[config.mk]
export PLATFORM = sky130hd
export DESIGN_NAME = tri_level_pwm
export DESIGN_NICKNAME = d
export VERILOG_FILES = /design/src/rtl/pwm_pkg.sv /design/src/rtl/pwm_rst_sync.sv /design/src/rtl/pwm_carrier.sv /design/src/rtl/pwm_sample_stage.sv /design/src/rtl/pwm_compare.sv /design/src/rtl/tri_level_pwm.sv
export SDC_FILE = /design/constraint.sdc
export NUM_CORES = 1
export LEC_CHECK = 0
export ABC_AREA = 1
export BUFFER_PORTS_ARGS = -buffer_cell sky130_fd_sc_hd__buf_2
export CAP_MARGIN = 10
export CORE_ASPECT_RATIO = 1.75
export CORE_UTILIZATION = 40
export DETAILED_ROUTE_END_ITERATION = 12
export PLACE_DENSITY = 0.56
export SLEW_MARGIN = 40
export SYNTH_ARGS = -nofsm -noshare
export SYNTH_HDL_FRONTEND = slang
export SYNTH_SLANG_ARGS = --single-unit
[constraint.sdc]
create_clock -name clk -period 2.3 [get_ports clk]
set_clock_uncertainty 0.2 [all_clocks]
set_input_delay 0.115 -clock clk [delete_from_list [all_inputs] [get_ports clk]]
set_output_delay 0.115 -clock clk [all_outputs]
set_load 0.05 [all_outputs]
[src/rtl/pwm_pkg.sv]
package pwm_pkg;

  // One bit per bridge leg, kept together through the output register.
  typedef struct packed {
    logic pos;
    logic neg;
  } leg_pair_t;

  localparam int NUM_LEGS = 2;

endpackage

[src/rtl/pwm_rst_sync.sv]
module pwm_rst_sync (
  input  logic clk,
  input  logic rst_n,
  output logic rst_n_sync
);

  logic stage1_q;
  logic stage2_q;

  always_ff @(posedge clk or negedge rst_n) begin
    if (!rst_n) begin
      stage1_q <= 1'b0;
      stage2_q <= 1'b0;
    end else begin
      stage1_q <= 1'b1;
      stage2_q <= stage1_q;
    end
  end

  assign rst_n_sync = stage2_q;

endmodule

[src/rtl/pwm_carrier.sv]
module pwm_carrier #(
  parameter int PERIOD_CLKS = 416,
  parameter int CW          = $clog2(PERIOD_CLKS)
) (
  input  logic          clk,
  input  logic          rst_n,
  output logic [CW-1:0] phase_q,
  output logic [CW-1:0] phase_nx,
  output logic          wrap
);

  localparam logic [CW-1:0] LAST = CW'(PERIOD_CLKS - 1);

  // Next-state: free-running phase index, wrapping at the period end.
  always_comb begin
    wrap     = (phase_q == LAST);
    phase_nx = wrap ? '0 : phase_q + 1'b1;
  end

  // Reset to the last index so that the first clock after release opens a period.
  always_ff @(posedge clk or negedge rst_n) begin
    if (!rst_n) begin
      phase_q <= LAST;
    end else begin
      phase_q <= phase_nx;
    end
  end

endmodule

[src/rtl/pwm_sample_stage.sv]
module pwm_sample_stage #(
  parameter int SAMPLE_W    = 16,
  parameter int PERIOD_CLKS = 416,
  parameter int CW          = $clog2(PERIOD_CLKS),
  parameter int DW          = CW + 1
) (
  input  logic                       clk,
  input  logic                       rst_n,
  input  logic signed [SAMPLE_W-1:0] sample_in,
  input  logic                       sample_vld,
  input  logic                       wrap,
  input  logic                       mono,
  input  logic                       enable,
  output logic signed [CW-1:0]       act_nx,
  output logic                       mono_nx,
  output logic signed [CW-1:0]       act_q,
  output logic                       mono_q,
  output logic signed [DW-1:0]       diff_q
);

  localparam int                         LIM   = PERIOD_CLKS / 4 - 1;
  localparam logic signed [SAMPLE_W-1:0] LIM_S = SAMPLE_W'(LIM);

  logic signed [SAMPLE_W-1:0] pend_q;
  logic signed [SAMPLE_W-1:0] pend_nx;
  logic signed [CW-1:0]       clamped;
  logic signed [DW-1:0]       diff_nx;

  // Holding register: the newest accepted sample waits for the boundary.
  always_comb begin
    pend_nx = sample_vld ? sample_in : pend_q;
  end

  // Saturation keeps one low and one high clock on each leg.
  always_comb begin
    if (pend_q > LIM_S) begin
      clamped = CW'(LIM_S);
    end else if (pend_q < -LIM_S) begin
      clamped = CW'(-LIM_S);
    end else begin
      clamped = CW'(pend_q);
    end
  end

  // Period-boundary load of the active sample, mode and reported duty.
  always_comb begin
    act_nx  = wrap ? clamped : act_q;
    mono_nx = wrap ? mono    : mono_q;
    diff_nx = diff_q;
    if (wrap) begin
      diff_nx = (enable && !mono) ? DW'(clamped * 4) : '0;
    end
  end

  always_ff @(posedge clk or negedge rst_n) begin
    if (!rst_n) begin
      pend_q <= '0;
      act_q  <= '0;
      mono_q <= 1'b0;
      diff_q <= '0;
    end else begin
      pend_q <= pend_nx;
      act_q  <= act_nx;
      mono_q <= mono_nx;
      diff_q <= diff_nx;
    end
  end

endmodule

[src/rtl/pwm_compare.sv]
module pwm_compare
  import pwm_pkg::*;
#(
  parameter int PERIOD_CLKS = 416,
  parameter int CW          = $clog2(PERIOD_CLKS)
) (
  input  logic                 clk,
  input  logic                 rst_n,
  input  logic [CW-1:0]        phase_nx,
  input  logic signed [CW-1:0] act_nx,
  input  logic                 mono_nx,
  input  logic                 enable,
  output leg_pair_t            legs_q,
  output logic                 hiz_q,
  output logic                 start_q
);

  localparam int            HALF = PERIOD_CLKS / 2;
  localparam int            QTR  = PERIOD_CLKS / 4;
  localparam int            TH   = CW + 2;
  localparam logic [CW-1:0] LAST = CW'(PERIOD_CLKS - 1);

  logic [CW-1:0]        tri_nx;
  logic signed [TH-1:0] tri_x;
  logic signed [TH-1:0] thr [NUM_LEGS];
  logic [NUM_LEGS-1:0]  hi_nx;

  // Triangle value for the coming clock: up for the first half, mirrored down.
  always_comb begin
    tri_nx = (phase_nx < CW'(HALF)) ? phase_nx : (LAST - phase_nx);
    tri_x  = $signed({2'b00, tri_nx});
  end

  // Leg 0 compares against +sample, leg 1 against -sample (or +sample in mono).
  always_comb begin
    thr[0] = TH'(QTR) - TH'(act_nx);
    thr[1] = mono_nx ? thr[0] : (TH'(QTR) + TH'(act_nx));
  end

  for (genvar g = 0; g < NUM_LEGS; g++) begin : g_leg
    assign hi_nx[g] = enable && (tri_x >= thr[g]);
  end

  always_ff @(posedge clk or negedge rst_n) begin
    if (!rst_n) begin
      legs_q  <= '0;
      hiz_q   <= 1'b1;
      start_q <= 1'b0;
    end else begin
      legs_q.pos <= hi_nx[0];
      legs_q.neg <= hi_nx[1];
      hiz_q      <= !enable;
      start_q    <= (phase_nx == '0);
    end
  end

endmodule

[src/rtl/tri_level_pwm.sv]
module tri_level_pwm
  import pwm_pkg::*;
#(
  parameter int  PERIOD_CLKS = 416,
  parameter int  SAMPLE_W    = 16,
  localparam int CW          = $clog2(PERIOD_CLKS),
  localparam int DW          = CW + 1
) (
  input  logic                       clk,
  input  logic                       rst_n,
  input  logic                       enable,
  input  logic                       mono,
  input  logic signed [SAMPLE_W-1:0] sample_in,
  input  logic                       sample_vld,
  output logic                       out_pos,
  output logic                       out_neg,
  output logic                       out_hiz,
  output logic                       period_start,
  output logic signed [DW-1:0]       diff_duty
);

  logic                 rst_n_int;
  logic [CW-1:0]        phase_q;
  logic [CW-1:0]        phase_nx;
  logic                 wrap;
  logic signed [CW-1:0] act_nx;
  logic signed [CW-1:0] act_q;
  logic                 mono_nx;
  logic                 mono_q;
  leg_pair_t            legs_q;

  pwm_rst_sync u_rst (
    .clk        (clk),
    .rst_n      (rst_n),
    .rst_n_sync (rst_n_int)
  );

  pwm_carrier #(
    .PERIOD_CLKS (PERIOD_CLKS),
    .CW          (CW)
  ) u_carrier (
    .clk      (clk),
    .rst_n    (rst_n_int),
    .phase_q  (phase_q),
    .phase_nx (phase_nx),
    .wrap     (wrap)
  );

  pwm_sample_stage #(
    .SAMPLE_W    (SAMPLE_W),
    .PERIOD_CLKS (PERIOD_CLKS),
    .CW          (CW),
    .DW          (DW)
  ) u_sample (
    .clk        (clk),
    .rst_n      (rst_n_int),
    .sample_in  (sample_in),
    .sample_vld (sample_vld),
    .wrap       (wrap),
    .mono       (mono),
    .enable     (enable),
    .act_nx     (act_nx),
    .mono_nx    (mono_nx),
    .act_q      (act_q),
    .mono_q     (mono_q),
    .diff_q     (diff_duty)
  );

  pwm_compare #(
    .PERIOD_CLKS (PERIOD_CLKS),
    .CW          (CW)
  ) u_cmp (
    .clk      (clk),
    .rst_n    (rst_n_int),
    .phase_nx (phase_nx),
    .act_nx   (act_nx),
    .mono_nx  (mono_nx),
    .enable   (enable),
    .legs_q   (legs_q),
    .hiz_q    (out_hiz),
    .start_q  (period_start)
  );

  assign out_pos = legs_q.pos;
  assign out_neg = legs_q.neg;

endmodule

==> results.tsv, run 1 <==
metric	value	unit
final_nets	574	
place_area	4120	um2
clkLatencyLatePin	0.29	ns
worstPathArrival	3.60	ns
clock-sinks	49	
syn_inst	378	
fillers	662	
grt.met1_usage	21.6	%
die_area	8320	um2
die_w	69.4	um
cts_root_buf	clkbuf_16	
maxCapViolCount	0	
grt_max_degree	26	
dpl.hpwl	6.21	mm
clock.fmax	0.276	GHz
path_cells	buf_4 > nand3_4 > nor2_4 > a21oi_2 > nor3_4 > inv_2 > ha_4 > inv_1 > nor2_1 > o21ai_2 > o21ai_4 > xor2_2 > ha_1 > a21oi_2 > nor2_1 > nor2_1 > nand3_1 > a211o_1 > a21oi_2 > a21oi_2	
wl_per_cell	13.1	um
min_path_type	in -> reg	
cts_tree	built	
design_area	4750	um2
coreArea	7620	um2
required	2.28	ns
drive_gt1_share	45.1	%
peakVddDrop	0.000252	V
ys_seq_area_share	38.9	%
r2r_start	u_carrier.phase_q[1]	
initial_core_util	41.7	%
clk_pin_slew_worst_paths	0.07	ns
p_total	2.00	mW
cpMaxStageDelayCell	dfstp_2	
setup_tns	-2.71	ns
vias	2911	
slew_violations	0	
synth_ff_type	dfrtp_1	
cp-end-kind	register	
area_growth	49.4	%
wirelength	8.09	mm
fin_hold_ws	0.0145	ns
fin_cells	616	
layout_commonest_cell	buf_4	
synth_area	3180	um2
cts-buffers-inserted	5	
gr-usage-met3	2.43	%
post-route-util	62.3	%
antenna_found_initial	0	
fp-row-count	42	
vias_per_cell	4.73	
ys_ff_latch	49	
ioPinCount	35	
antennaDiodeCount	0	
cts_buffer_depth	2	
grt_pass1_wl	13.6	mm
synth_area_leader_cell	dfrtp_1	
rsz0062_at_grt	yes	
worstHoldStart	mono	
finalCriticalPeriod	3.62	ns
crit_path_frequent_cell	a21oi_2	
grt_pass1_vias	2941	
portBuffers	32	
place_inst	577	
grt_busiest_layer	met2	
p_leak	2.44	nW
place.gp.congestion	0.849	
failed_checks	setup timing	
crit_fanout	5	
gr-total-overflow	0	
tightest_slew	0.532	ns
outcome	finished with violations	
crit_path_max_incr_delay	0.56	ns
final_hold_viol_count	0	
yosysWarningCount	0	
crit_start	u_carrier.phase_q[1]	
synth_top_area_share	32.3	%
synth_edf_count	0	
ys_types	42	
setup_viol	3	
critPathKind	reg -> reg	
use_met2	40.8	%
drt-initial-drc-count	126	
syn_avg_cell_area	8.41	um2
period_share	157	%
cp_top_family	compound AO/OA/AOI/OAI gates	
powerDensity	421	nW/um2
path_buf_inv	3	
final_antenna_net_count	0	
drc_errors	0	
slew_headroom	64.6	%
die_y	120	um
grt_usage	20.6	%
mostFrequentLayoutCells	95 x buf_4, 93 x nand2_1, 40 x dfrtp_1	
dr.pass1.iters	4	
htree_levels	2	
post-place-ws	-1.43	ns
synthTopCellsByArea	dfrtp_1 32%, nand2_1 12%, ha_1 10%	
worst_slack	-1.32	ns
synth-async-reset-ratio	100	%
crit_path_start_kind	register	
-- synthesized netlist by cell type (2+ instances only) --
master    number
dfrtp_1       41
inv_2          6
nand3_2        2
inv_4          2
or2_2          3
xnor2_1        3
nor2_1        28
nor2_2         3
nand3_1       17
clkbuf_1       4
nand2_4        5
nor3_4         3
xor2_2         3
nand4_1        3
nand2_1      100
conb_1         2
buf_4          3
ha_1          26
nand2_2        8
o21ai_0       24
o21ai_2        3
nor3_1         2
nand3_4        2
xor2_1         9
o21ai_1        3
a21oi_1       10
mux2_2         8
inv_1         34
dfstp_2        8
-- worst reg2reg max path, stage by stage, from the launching register on --
cell	delay [ns]
dfstp_2	0.56
buf_4	0.13
nand3_4	0.09
nor2_4	0.11
a21oi_2	0.07
nor3_4	0.26
inv_2	0.09
ha_4	0.16
inv_1	0.06
nor2_1	0.05
o21ai_2	0.19
o21ai_4	0.13
xor2_2	0.22
ha_1	0.32
a21oi_2	0.14
nor2_1	0.05
nor2_1	0.08
nand3_1	0.08
a211o_1	0.29
a21oi_2	0.15
a21oi_2	0.06
-- routing by layer --
layer / share of wire [%] / up-vias
met5: 0 / -
met4: 1.9 / 0
li1: - / 1503
met2: 58 / 37
met3: 1.6 / 12
met1: 38 / 1359
-- report_power, final --
part	switching, mW	internal [mW]	total (mW)
clock	0.321	0.543	0.864
combinational	0.109	0.104	0.213
sequential	0.0282	0.895	0.923
-- timing repair --
item / in CTS / in global routing
gates cloned: 1 / 0
endpoints found under the setup margin: 4 / 4
hold endpoints to repair: 21 / 0
pin swaps: 10 / 19
resized for setup: 24 / 15
hold buffers: 19 / 0
setup buffers: 4 / 7
-- cells by family (layout without fill, tap and decap cells) --
kind of cell / count (synthesis) / count (layout) / share of synthesized area, %
buf+inv: 53 / 201 / 7.40
xor+xnor: 15 / 15 / 4.84
fa+ha+maj: 26 / 26 / 10.2
simple gates: 179 / 179 / 27.3
mux: 8 / 8 / 2.83
compound gates: 46 / 47 / 8.23
other cells: 2 / 3 / 0.236
flops: 49 / 49 / 38.9
-- final cells by class --
cell class	count	area, um2	share of cell area (%)
clock buffer	6	139	2.93
inverter	43	166	3.51
tap	88	110	2.32
multi-input combinational	278	1940	40.9
clock inverter	2	37.5	0.791
timing repair buffer	150	1120	23.5
sequential	49	1240	26.1
-- flip-flops by register name, indices dropped and copies added, names as in the netlist, 2 cells and up --
name               flops
u_sample.act_q         9
u_sample.diff_q        8
u_carrier.phase_q      9
u_sample.pend_q       16
u_cmp.legs_q           2
-- worst paths after layout --
kind	end	slack (ns)	cells past startpoint
setup / recovery	u_cmp.legs_q[0]	-1.32	20
hold / removal	u_sample.diff_q[3]	0.01	3
setup reg to reg	u_cmp.legs_q[0]	-1.32	20
hold reg to reg	u_sample.pend_q[6]	0.05	0
max in group asynchronous	u_carrier.phase_q[8]	1.25	1
min in group asynchronous	u_sample.pend_q[6]	0.05	0
Power figures use the tool's default switching activity.
==> inputs of run 2 (changes only) <==
--- a/config.mk
+++ b/config.mk
@@ -11,7 +11,6 @@
 export CORE_ASPECT_RATIO = 1.75
 export CORE_UTILIZATION = 40
 export DETAILED_ROUTE_END_ITERATION = 12
-export PLACE_DENSITY = 0.56
 export SLEW_MARGIN = 40
 export SYNTH_ARGS = -nofsm -noshare
 export SYNTH_HDL_FRONTEND = slang
==> results.tsv, run 2 (synthesis results as in run 1) <==
metric	value	unit	change
grt_pass1_wl	13.9	mm	+2.6%
min_path_type	reg -> async		
gr-total-overflow	0		unchanged
cp-end-kind	register		
place_inst	569		-1.4%
place.gp.congestion	0.870		+2.4%
maxCapViolCount	0		unchanged
post-place-ws	-1.46	ns	-0.0241 ns
drc_errors	0		unchanged
cts_buffer_depth	2		unchanged
worst_slack	-1.41	ns	-0.0926 ns
reg2reg_depth	22		+10%
required	2.28	ns	about the same
wl_per_cell	13.7	um	+4.7%
grt_pass1_vias	3161		+7.5%
period_share	161	%	+4.0 points
die_w	69.4	um	unchanged
vias	3042		+4.5%
final_nets	576		+0.35%
dr.pass1.iters	4		unchanged
clock.fmax	0.269	GHz	-2.5%
mostFrequentLayoutCells	90 x nand2_1, 90 x buf_4, 40 x dfrtp_1		
fin_cells	618		+0.32%
powerDensity	409	nW/um2	-3.0%
outcome	finished with violations		
cts_root_buf	clkbuf_16		
worstPathArrival	3.70	ns	+0.10 ns
rsz0062_at_grt	yes		
peakVddDrop	0.000473	V	+87%
coreArea	7620	um2	unchanged
crit_path_start_kind	register		
design_area	4870	um2	+2.6%
drt-initial-drc-count	115		-8.7%
cts_tree	built		
antenna_found_initial	0		unchanged
drive_gt1_share	46.6	%	+1.5 points
crit_fanout	8		+3
final_hold_viol_count	0		unchanged
portBuffers	32		unchanged
antennaDiodeCount	0		unchanged
initial_core_util	41.7	%	unchanged
slew_violations	0		unchanged
vias_per_cell	4.92		+4.2%
grt_usage	21.0	%	+0.37 points
setup_viol	2		-1
final_antenna_net_count	0		unchanged
reg_top3	u_sample.pend_q x16, u_carrier.phase_q x9, u_sample.act_q x9		
wirelength	8.50	mm	+5.0%
largest-register	u_sample.pend_q		
die_area	8320	um2	unchanged
die_y	120	um	unchanged
clkLatencyLatePin	0.29	ns	about the same
largest_reg_flops	16		unchanged
fp-row-count	42		unchanged
area_growth	53.3	%	
dpl.hpwl	6.14	mm	-1.2%
finalCriticalPeriod	3.71	ns	+0.0926 ns
cts-buffers-inserted	5		unchanged
clk_pin_slew_worst_paths	0.07	ns	about the same
clock-sinks	49		unchanged
htree_levels	2		unchanged
failed_checks	setup timing		
critPathKind	reg -> reg		
grt_max_degree	25		-3.8%
place_area	4040	um2	-1.8%
ioPinCount	35		unchanged
p_leak	2.45	nW	+0.62%
setup_tns	-2.82	ns	-0.115 ns
p_total	1.99	mW	-0.44%
[run 2: cell count changes in the layout (fill, tap and decap cells not counted), sizes merged]
cell / delta
buf: +3
o21ai: -1
[run 2: per-layer routing]
layer	GRT usage, %	share of wire (%)	wire (um)	vias up
met5	0	0	0	-
met4	14.4	5.4	459	0
met3	1.68	1.9	165	33
met2	39.5	57	4810	67
met1	21.4	36	3070	1434
li1	-	-	-	1508
[run 2: path summary, 6_finish.rpt]
kind	start	endpoint	slack [ns]
min in group clk	mono	u_sample.diff_q[7]	0.02
setup reg to reg	u_carrier.phase_q[1]	u_cmp.legs_q[1]	-1.41
max in group asynchronous	u_rst.rst_n_sync	u_carrier.phase_q[2]	1.23
setup / recovery	u_carrier.phase_q[1]	u_cmp.legs_q[1]	-1.41
hold reg to reg	u_rst.rst_n_sync	u_sample.diff_q[5]	0.02
hold / removal	u_rst.rst_n_sync	u_sample.diff_q[5]	0.02
[run 2: layout make-up]
type	count	area (um2)
sequential	49	1240
fill	593	2750
clock buffer	6	139
clock inverter	2	37.5
timing repair buffer	153	1160
tap	88	110
multi-input combinational	277	2010
inverter	43	171
[run 2: what timing repair did]
item / in CTS / in global routing
hold buffers: 19 / 0
gates resized for setup: 33 / 36
buffers inserted: 13 / 10
hold endpoints to repair: 20 / 0
pin swaps: 15 / 14
endpoints found under the setup margin: 3 / 6
[run 2: metrics by stage]
| step | hold slack [ns] | util [%] |
|---|---|---|
| after detailed placement | -0.296 | 53.1 |
| after global placement | -0.301 | 53.1 |
| after floorplan | -0.381 | - |
| after global routing | 0.0569 | 63.9 |
| final | 0.0201 | 63.9 |
| after CTS | 0.00927 | 61.1 |
[run 2: power by group]
group | leakage (nW) | total, mW | internal [mW] | switching [mW]
sequential | 0.569 | 0.923 | 0.895 | 0.0274
combinational | 1.80 | 0.215 | 0.103 | 0.113
clock | 0.0831 | 0.854 | 0.542 | 0.312
total | 2.45 | 1.99 | 1.54 | 0.452
[run 2: worst max-delay path, stage by stage (launching register included)]
cell      delay [ns]
dfstp_2         0.57
buf_4           0.12
nand3_2         0.11
nor2_2          0.14
a21oi_1         0.10
nor3_4          0.25
inv_2           0.09
ha_4            0.16
inv_1           0.04
nor2_1          0.05
o21ai_2         0.16
o21ai_4         0.14
buf_6           0.16
xor2_2          0.15
ha_1            0.28
nand2_1         0.07
o21ai_1         0.13
nand2_1         0.06
o211ai_1        0.09
nand2_1         0.09
o21ai_2         0.07
o21ai_1         0.10
a31oi_1         0.27
